[config.mk]
export PLATFORM = sky130hd
export DESIGN_NAME = tagged_fifo_port
export DESIGN_NICKNAME = d
export VERILOG_FILES = /design/src/rtl/tagged_fifo_pkg.sv /design/src/rtl/tagged_fifo_mem.sv /design/src/rtl/tagged_fifo_ctrl.sv /design/src/rtl/tagged_fifo_dp.sv /design/src/rtl/tagged_fifo_port.sv
export SDC_FILE = /design/constraint.sdc
export NUM_CORES = 2
export LEC_CHECK = 0
export BUFFER_PORTS_ARGS = -buffer_cell sky130_fd_sc_hd__clkbuf_2
export CELL_PAD_IN_SITES_DETAIL_PLACEMENT = 1
export CELL_PAD_IN_SITES_GLOBAL_PLACEMENT = 2
export CORE_ASPECT_RATIO = 0.75
export CORE_UTILIZATION = 45
export DETAILED_ROUTE_END_ITERATION = 6
export HOLD_SLACK_MARGIN = 0.03
export PLACE_DENSITY = 0.71
export SYNTH_ARGS = -nofsm -noshare
export SYNTH_HDL_FRONTEND = slang
export SYNTH_SLANG_ARGS = --single-unit
[constraint.sdc]
create_clock -name clk -period 4.42 [get_ports clk]
set_clock_uncertainty 0.1 [all_clocks]
set_input_delay 0.442 -clock clk [delete_from_list [all_inputs] [get_ports clk]]
set_output_delay 0.442 -clock clk [all_outputs]
set_load 0.05 [all_outputs]
[src/rtl/tagged_fifo_pkg.sv]
package tagged_fifo_pkg;
  localparam int WORD_W = 32;
  localparam int TAG_W  = 4;
  localparam int ADDR_W = 3;
  localparam int ENTRY_W = 2 * WORD_W + TAG_W;

  typedef enum logic [ADDR_W-1:0] {
    ADDR_IN_LO   = 3'd0,
    ADDR_IN_HI   = 3'd1,
    ADDR_IN_TAG  = 3'd2,
    ADDR_STATUS  = 3'd3,
    ADDR_OUT_LO  = 3'd4,
    ADDR_OUT_HI  = 3'd5,
    ADDR_OUT_TAG = 3'd6,
    ADDR_NONE    = 3'd7
  } regAddr_e;

  typedef enum logic [2:0] {
    SEL_ZERO,
    SEL_STATUS,
    SEL_OUT_LO,
    SEL_OUT_HI,
    SEL_OUT_TAG
  } rdSel_e;

  typedef struct packed {
    logic   inPush;
    logic   hiWr;
    logic   tagWr;
    logic   rdLoad;
    rdSel_e rdSel;
    logic   outPop;
    logic   loopMove;
  } hostStrobe_t;
endpackage

[src/rtl/tagged_fifo_mem.sv]
module tagged_fifo_mem #(
  parameter int WIDTH = 68,
  parameter int DEPTH = 16
) (
  input  logic             clk,
  input  logic             rst,
  input  logic             push,
  input  logic [WIDTH-1:0] pushData,
  input  logic             pop,
  output logic [WIDTH-1:0] head,
  output logic             full,
  output logic             empty
);
  localparam int PTR_W = (DEPTH > 1) ? $clog2(DEPTH) : 1;
  localparam int CNT_W = $clog2(DEPTH + 1);

  logic [WIDTH-1:0] mem [DEPTH];
  logic [PTR_W-1:0] wrPtr, rdPtr;
  logic [CNT_W-1:0] count;
  logic             doPush, doPop;

  assign full   = (count == CNT_W'(DEPTH));
  assign empty  = (count == '0);
  assign doPush = push && !full;
  assign doPop  = pop && !empty;
  assign head   = mem[rdPtr];

  always_ff @(posedge clk) begin
    if (doPush) mem[wrPtr] <= pushData;
  end

  always_ff @(posedge clk) begin
    if (rst) begin
      wrPtr <= '0;
      rdPtr <= '0;
      count <= '0;
    end else begin
      if (doPush) wrPtr <= (wrPtr == PTR_W'(DEPTH - 1)) ? '0 : wrPtr + 1'b1;
      if (doPop)  rdPtr <= (rdPtr == PTR_W'(DEPTH - 1)) ? '0 : rdPtr + 1'b1;
      case ({doPush, doPop})
        2'b10:   count <= count + 1'b1;
        2'b01:   count <= count - 1'b1;
        default: count <= count;
      endcase
    end
  end
endmodule

[src/rtl/tagged_fifo_ctrl.sv]
module tagged_fifo_ctrl
  import tagged_fifo_pkg::*;
(
  input  logic              hostWr,
  input  logic              hostRd,
  input  logic [ADDR_W-1:0] hostAddr,
  input  logic              loopbackEn,
  input  logic              inEmpty,
  input  logic              outFull,
  input  logic              outEmpty,
  output hostStrobe_t       strobe
);
  logic outSideRead;

  always_comb begin
    strobe = '0;
    strobe.rdSel = SEL_ZERO;
    outSideRead = 1'b0;
    if (hostWr) begin
      case (hostAddr)
        ADDR_IN_LO:  strobe.inPush = 1'b1;
        ADDR_IN_HI:  strobe.hiWr   = 1'b1;
        ADDR_IN_TAG: strobe.tagWr  = 1'b1;
        default:     ;
      endcase
    end
    case (hostAddr)
      ADDR_STATUS:  strobe.rdSel = SEL_STATUS;
      ADDR_OUT_LO:  begin strobe.rdSel = SEL_OUT_LO;  outSideRead = 1'b1; end
      ADDR_OUT_HI:  begin strobe.rdSel = SEL_OUT_HI;  outSideRead = 1'b1; end
      ADDR_OUT_TAG: begin strobe.rdSel = SEL_OUT_TAG; outSideRead = 1'b1; end
      default:      strobe.rdSel = SEL_ZERO;
    endcase
    strobe.rdLoad   = hostRd && !(outSideRead && outEmpty);
    strobe.outPop   = hostRd && (hostAddr == ADDR_OUT_LO) && !outEmpty;
    strobe.loopMove = loopbackEn && !inEmpty && !outFull;
  end
endmodule

[src/rtl/tagged_fifo_dp.sv]
module tagged_fifo_dp
  import tagged_fifo_pkg::*;
#(
  parameter int DEPTH = 16
) (
  input  logic                clk,
  input  logic                rst,
  input  hostStrobe_t         strobe,
  input  logic [WORD_W-1:0]   hostWrData,
  output logic [WORD_W-1:0]   hostRdData,
  input  logic                loopbackEn,
  input  logic                peInPop,
  output logic [2*WORD_W-1:0] peInData,
  output logic [TAG_W-1:0]    peInTag,
  input  logic                peOutPush,
  input  logic [2*WORD_W-1:0] peOutData,
  input  logic [TAG_W-1:0]    peOutTag,
  output logic                inFull,
  output logic                inEmpty,
  output logic                outFull,
  output logic                outEmpty
);
  logic [WORD_W-1:0]  stagedHi;
  logic [TAG_W-1:0]   stagedTag;
  logic [ENTRY_W-1:0] inHead, outHead, outPushData;
  logic               inPopSel, outPushSel;
  logic [WORD_W-1:0]  rdNext;

  always_ff @(posedge clk) begin
    if (rst) begin
      stagedHi  <= '0;
      stagedTag <= '0;
    end else begin
      if (strobe.hiWr)  stagedHi  <= hostWrData;
      if (strobe.tagWr) stagedTag <= hostWrData[TAG_W-1:0];
    end
  end

  assign inPopSel    = loopbackEn ? strobe.loopMove : peInPop;
  assign outPushSel  = loopbackEn ? strobe.loopMove : peOutPush;
  assign outPushData = loopbackEn ? inHead : {peOutTag, peOutData};

  tagged_fifo_mem #(.WIDTH(ENTRY_W), .DEPTH(DEPTH)) inFifo_i (
    .clk(clk), .rst(rst),
    .push(strobe.inPush), .pushData({stagedTag, stagedHi, hostWrData}),
    .pop(inPopSel), .head(inHead), .full(inFull), .empty(inEmpty)
  );

  tagged_fifo_mem #(.WIDTH(ENTRY_W), .DEPTH(DEPTH)) outFifo_i (
    .clk(clk), .rst(rst),
    .push(outPushSel), .pushData(outPushData),
    .pop(strobe.outPop), .head(outHead), .full(outFull), .empty(outEmpty)
  );

  assign peInData = inHead[2*WORD_W-1:0];
  assign peInTag  = inHead[ENTRY_W-1 -: TAG_W];

  always_comb begin
    rdNext = '0;
    case (strobe.rdSel)
      SEL_STATUS:  rdNext[3:0] = {outEmpty, outFull, inEmpty, inFull};
      SEL_OUT_LO:  rdNext = outHead[WORD_W-1:0];
      SEL_OUT_HI:  rdNext = outHead[2*WORD_W-1:WORD_W];
      SEL_OUT_TAG: rdNext[TAG_W-1:0] = outHead[ENTRY_W-1 -: TAG_W];
      default:     rdNext = '0;
    endcase
  end

  always_ff @(posedge clk) begin
    if (rst)                hostRdData <= '0;
    else if (strobe.rdLoad) hostRdData <= rdNext;
  end
endmodule

[src/rtl/tagged_fifo_port.sv]
module tagged_fifo_port
  import tagged_fifo_pkg::*;
#(
  parameter int DEPTH = 16
) (
  input  logic          clk,
  input  logic          rst,
  input  logic          hostWr,
  input  logic          hostRd,
  input  logic [2:0]    hostAddr,
  input  logic [31:0]   hostWrData,
  output logic [31:0]   hostRdData,
  input  logic          loopbackEn,
  input  logic          peInPop,
  output logic [63:0]   peInData,
  output logic [3:0]    peInTag,
  output logic          peInEmpty,
  input  logic          peOutPush,
  input  logic [63:0]   peOutData,
  input  logic [3:0]    peOutTag,
  output logic          peOutFull
);
  hostStrobe_t strobe;
  logic inFull, inEmpty, outFull, outEmpty;

  tagged_fifo_ctrl ctrl_i (
    .hostWr(hostWr), .hostRd(hostRd), .hostAddr(hostAddr),
    .loopbackEn(loopbackEn), .inEmpty(inEmpty), .outFull(outFull),
    .outEmpty(outEmpty), .strobe(strobe)
  );

  tagged_fifo_dp #(.DEPTH(DEPTH)) dp_i (
    .clk(clk), .rst(rst), .strobe(strobe),
    .hostWrData(hostWrData), .hostRdData(hostRdData),
    .loopbackEn(loopbackEn), .peInPop(peInPop),
    .peInData(peInData), .peInTag(peInTag),
    .peOutPush(peOutPush), .peOutData(peOutData), .peOutTag(peOutTag),
    .inFull(inFull), .inEmpty(inEmpty), .outFull(outFull), .outEmpty(outEmpty)
  );

  assign peInEmpty = inEmpty;
  assign peOutFull = outFull;
endmodule

After elaboration in Yosys (flattened, before gate mapping)

Memory sizes are Yosys's and may differ from the RTL's. A register that Yosys moved wholly into a read port is not among the register bits.
Index checks and enable logic that the tools add are counted.

Register bits after elaboration: 94
Memory bits (writable): 2176
Input bits: 110
Logic and storage cells: 85
Memories kept: 2

Memories:

| name               | words | bits a word | read ports | clocked after memory_dff | wr ports | line                  | text |
|---|---|---|---|---|---|---|---|
| dp_i.inFifo_i.mem  | 16    | 68          | 1          | 1                        | 1        | tagged_fifo_mem.sv:17 | `logic [WIDTH-1:0] mem [DEPTH];` |
| dp_i.outFifo_i.mem | 16    | 68          | 1          | 1                        | 1        | tagged_fifo_mem.sv:17 |  |

$add $sub $neg: 8
Equal/unequal tests: 20
Muxes and demuxes: 25
Reductions and logical operators: 21

Operators by type and width:

| operator                                                            | number |
|---|---|
| 68-bit 2-to-1 mux                                                   | 1 |
| 28-bit one-hot mux with 2 select lines                              | 1 |
| 4-bit 2-to-1 mux                                                    | 8 |
| 5-bit one-hot mux with 2 select lines                               | 2 |
| 4-bit by 1-bit adder with 4-bit output (second input constant)      | 4 |
| 4-bit == test (second input constant)                               | 4 |
| 4-bit one-hot mux with 4 select lines                               | 1 |
| 3-bit by 2-bit == test with 1-bit output (second input constant)    | 4 |
| 3-bit == test (second input constant)                               | 4 |
| 3-bit one-hot mux with 4 select lines                               | 1 |
| 5-bit by 1-bit adder with 5-bit output (second input constant)      | 2 |
| 5-bit == test (second input constant)                               | 2 |
| 1-bit logical AND                                                   | 10 |
| 5-bit logical NOT                                                   | 2 |
| 1-bit 2-to-1 mux                                                    | 10 |
| 5-bit by 1-bit subtractor with 5-bit output (second input constant) | 2 |
| 3-bit by 1-bit == test with 1-bit output (second input constant)    | 2 |
| 1-bit logical NOT                                                   | 5 |
| 2-bit by 1-bit == test with 1-bit output (second input constant)    | 2 |
| 2-bit == test (second input constant)                               | 2 |
| 2-bit nonzero test                                                  | 2 |
| 3-bit logical NOT                                                   | 1 |
| 3-bit 2-to-1 mux                                                    | 1 |
| 3-bit OR reduction                                                  | 1 |

Longest topological paths before layout

Word-level depth: 8
Depth in mapped cells: 15

Cells and area by module

From an unflattened synthesis, not the netlist that was laid out.

Cell total of the unflattened synthesis: 3621
Area total of the unflattened synthesis: 87146.1 um2

By module, submodules not included:

| module           | instances | cells each | area each (um2) |
|---|---|---|---|
| tagged_fifo_mem  | 2         | 1623       | 41731.3 |
| tagged_fifo_dp   | 1         | 363        | 3564.7 |
| tagged_fifo_ctrl | 1         | 12         | 118.9 |

Worst setup path after synthesis

OpenSTA, ideal clock, no wires.

Path type: flip-flop to flip-flop
Start: reg dp_i.inFifo_i.count[1]
End: mem dp_i.outFifo_i.mem[4][0], enable pin
Arrival: 3.423 ns
Slack: 0.463 ns
Stages on the path, launching flop included: 8
Buffers on the path: 1
Cells stage by stage: dfxtp_1 -> buf_2 -> nor4_1 -> and2b_1 -> a211oi_2 -> inv_2 -> nor3b_1 -> and2_1

Cells in the longest elaborated chain, start to end: 8

Ends and longest elaborated chain:

| element                                | line                   | text |
|---|---|---|
| start: declaration                     | tagged_fifo_mem.sv:19  | `logic [CNT_W-1:0] count;` |
| start signal: assignment               | tagged_fifo_mem.sv:41  | `2'b10: count <= count + 1'b1;` |
| start signal: assignment               | tagged_fifo_mem.sv:42  | `2'b01: count <= count - 1'b1;` |
| start signal: assignment               | tagged_fifo_mem.sv:43  | `default: count <= count;` |
| 5-bit logical NOT                      | tagged_fifo_mem.sv:23  | `assign empty = (count == '0);` |
| net peInEmpty                          | tagged_fifo_port.sv:17 | `output logic peInEmpty,` |
| 1-bit logical NOT                      | tagged_fifo_ctrl.sv:36 | `strobe.loopMove = loopbackEn && !inEmpty && !outFull;` |
| 1-bit logical AND (2 in a row)         | tagged_fifo_ctrl.sv:36 |  |
| 1-bit 2-to-1 mux                       | tagged_fifo_dp.sv:40   | `assign outPushSel = loopbackEn ? strobe.loopMove : peOutPush;` |
| 1-bit logical AND                      | tagged_fifo_mem.sv:24  | `assign doPush = push && !full;` |
| 1-bit 2-to-1 mux                       | tagged_fifo_mem.sv:29  | `if (doPush) mem[wrPtr] <= pushData;` |
| 1-bit 2-to-1 mux (not written as such) | tagged_fifo_mem.sv:29  |  |
| end: declaration                       | tagged_fifo_mem.sv:17  |  |

The timed path passes the listed nets, and every way through them passes these cells.

==> results.tsv <==
metric	value	unit
portBuffers	211	
design.die.area	195000	sq um
endpoint_kind	output port	
worstMarginPinSlew	956	ps
p_comb_share	17.9	%
vias	42602	
seqPwrFrac	47.9	%
rrSetupSlack	740	ps
status	finished, final reports clean	
fp.dieW	509	um
power.clock.fraction	34.3	%
start_util	45.3	%
fp.dieH	383	um
drt_iter0_markers	4716	
p_int	0.0387	W
n_fill_cell	16605	
track_usage	24.7	%
regArea	67400	sq um
slew_headroom	36.3	%
io_pins	212	
cp.required	3880	ps
final_max_slew_viol_count	0	
postCtsSetupBuffers	0	
start_kind	register	
drc	0	
yosysMostFrequentCell	edfxtp_1	
root_buffer	clkbuf_16	
powerDensity	535	nW/um^2
ant_nets	0	
hp-class	input port to register	
synth_nets	3970	
path_cells	buf_12 -> buf_12 -> mux4_2 -> mux4_2 -> clkbuf_2	
postLayoutSetupSlackWorst	343	ps
core_area	192000	sq um
holdBufCountCts	50	
drtPass1Iterations	6	
h-tree-depth	4	
fmax	245	MHz
hold_end	dp_i.inFifo_i.mem[1][3]$_DFFE_PP_	
cap_violations	0	
cp_max_fo	20	
worst_path_max_delay_cell	mux4_2	
synth_cell_types	56	
clkTransAtPathRegs	70	ps
cts_resized	0	
antenna_found_initial	10	
critPathKind	register to output port	
timing.rr.end	dp_i.outFifo_i.count[4]$_SDFFE_PP0P_	
irDropWorstVdd	0.409	mV
yosys.area.top_type	edfxtp_1	
hold_viol	0	
routed_via_density	6.10	
fin_crit_sh	92.2	%
final_nets	4384	
regToRegStartpoint	dp_i.inFifo_i.count[1]$_SDFFE_PP0P_	
row_count	139	
synthToLayoutAreaGrowth	14.7	%
setup_violations	0	
drive_gt1_share	30.9	%
hold_start	hostWrData[3]	
cts_buffers	215	
synth_flop_cell	edfxtp_1	
grt_pass1_wl	335000	um
synth_top_area_share	75.2	%
synth_common_cells	2176 x edfxtp_1, 576 x mux4_2, 105 x clkbuf_1	
switching_share	27.3	%
cts_tree	yes	
syn_inst	3842	
wl	240000	um
syn_area_per_cell	22.6	sq um
avgRoutedWirePerCell	34.3	um
synth_seq_cells	2278	
netlist_area	86900	sq um
gp_congestion	0.766	
p_leak	30.6	nW
switching_power	0.0146	W
period_minus_slack	4080	ps
overflow	0	
grt_pass1_vias	43042	
min_path_cells	1	
post-place-ws	771	ps
synth_edf_count	2176	
multi_input_area	18600	sq um
rsz0062_at_grt	no	
cts_sinks	2278	
slowest_delay	670	ps
yosys_warnings	0	
async_flop_share	0	%
grt_max_degree	69	
reg2regPathDepth	13	
clock_latency	840	ps
worstPathArrival	3530	ps
clock_path_buffers	3	
final_util	52.0	%
yosysSeqAreaShare	77.5	%
synth_area_leaders	edfxtp_1 75%, mux4_2 15%, dfxtp_1 2.3%	
dp_hpwl	145000	um
tns	0	ps
finalPower	0.0533	W
==> layout make-up <==
class | count | share of cell area, %
multi-input cells | 1341 | 18.6
repair buffers | 412 | 3.59
diodes | 4 | 0.0100
inverters | 8 | 0.0301
well taps | 2538 | 3.19
clock inverters | 130 | 1.10
clock buffers | 276 | 5.81
flip-flops and latches | 2278 | 67.6
==> flip-flops by register name, summed over array words and instances, names as in the netlist, named ones only <==
signal	count
dp_i.outFifo_i.wrPtr	4
dp_i.inFifo_i.mem	1088
dp_i.hostRdData	32
dp_i.inFifo_i.wrPtr	4
dp_i.inFifo_i.count	5
dp_i.stagedHi	32
dp_i.inFifo_i.rdPtr	4
dp_i.outFifo_i.mem	1088
dp_i.stagedTag	4
dp_i.outFifo_i.rdPtr	4
dp_i.outFifo_i.count	5
==> worst max path at each step <==
stage	start	endpoint	slack, ps	cells after the start
after global routing	register	peInData[51]	210	5
after floorplan	dp_i.inFifo_i.count[1]$_SDFFE_PP0P_	dp_i.outFifo_i.mem[4][0]$_DFFE_PP_	460	7
after CTS	register	peInData[41]	270	5
final	register	peInData[51]	340	5
after global placement	dp_i.inFifo_i.count[1]$_SDFFE_PP0P_	dp_i.outFifo_i.count[4]$_SDFFE_PP0P_	780	13
after detailed placement	dp_i.inFifo_i.count[1]$_SDFFE_PP0P_	dp_i.outFifo_i.count[4]$_SDFFE_PP0P_	770	13
==> power groups by stage <==
stage / clock (W) / sequential [W] / combinational (W)
3_3_place_gp: 0 / 0.0259 / 0.00950
3_5_place_dp: 0 / 0.0260 / 0.00961
2_1_floorplan: 0 / 0.0259 / 0.00611
5_1_grt: 0.0193 / 0.0256 / 0.0100
6_report: 0.0183 / 0.0255 / 0.00953
4_1_cts: 0.0186 / 0.0255 / 0.00969
==> worst max-delay path, delay by kind of cell (launching register included) <==
family / cells / cell delay, ps
DFF: 1 / 650
buffers and inverters: 3 / 810
muxes: 2 / 1190
==> metal layers <==
layer | track usage (%) | part of all wire [%] | vias up
met5 | 0 | 0 | -
met1 | 38.6 | 45 | 23467
met4 | 5.56 | 2.1 | 0
met2 | 36.5 | 45 | 1726
li1 | - | - | 17179
met3 | 4.24 | 7.3 | 230
==> logic make-up (layout without fill, tap and decap cells) <==
group,count (synthesis),count (layout),share of synthesized area [%]
AND/OR/NAND/NOR,304,304,1.69
other,0,4,0
XOR/XNOR,14,14,0.141
buffers and inverters,223,826,1.25
flip-flops,2278,2278,77.5
multiplexers,735,735,16.9
AO/OA/AOI/OAI,270,270,2.21
adder cells (fa/ha/maj),18,18,0.259
==> placed cells by master (no fill, tap or decap), drive strengths merged, types with 5 or more instances in the layout <==
cell type | Yosys | layout
o21ai | 15 | 15
bufinv | 0 | 16
mux4 | 576 | 576
buf | 110 | 153
dfxtp | 102 | 102
a22oi | 27 | 27
xor2 | 10 | 10
nor3 | 10 | 10
a21oi | 55 | 55
o22ai | 58 | 58
mux2 | 69 | 69
nor2b | 7 | 7
edfxtp | 2176 | 2176
clkbuf | 105 | 485
clkinv | 0 | 102
mux2i | 90 | 90
inv | 8 | 16
dlygate4sd3 | 0 | 50
nand4 | 5 | 5
a311oi | 29 | 29
a22o | 29 | 29
ha | 18 | 18
a221oi | 29 | 29
nand2b | 5 | 5
a211oi | 7 | 7
nand2 | 104 | 104
nor2 | 75 | 75
a31oi | 7 | 7
and3 | 11 | 11
and2 | 29 | 29
nand3 | 10 | 10
or3 | 30 | 30
==> per-stage QoR <==
step / cell area [sq um] / hold WS, ps / cells
final: 99700 / 89.4 / 6987
after global placement: 92300 / 398 / 6527
after CTS: 99700 / 31.6 / 6983
after global routing: 99700 / 63.5 / 6983
after floorplan: 86900 / 372 / 3842
after detailed placement: 92300 / 399 / 6527
(Power assumes the default switching activity.)
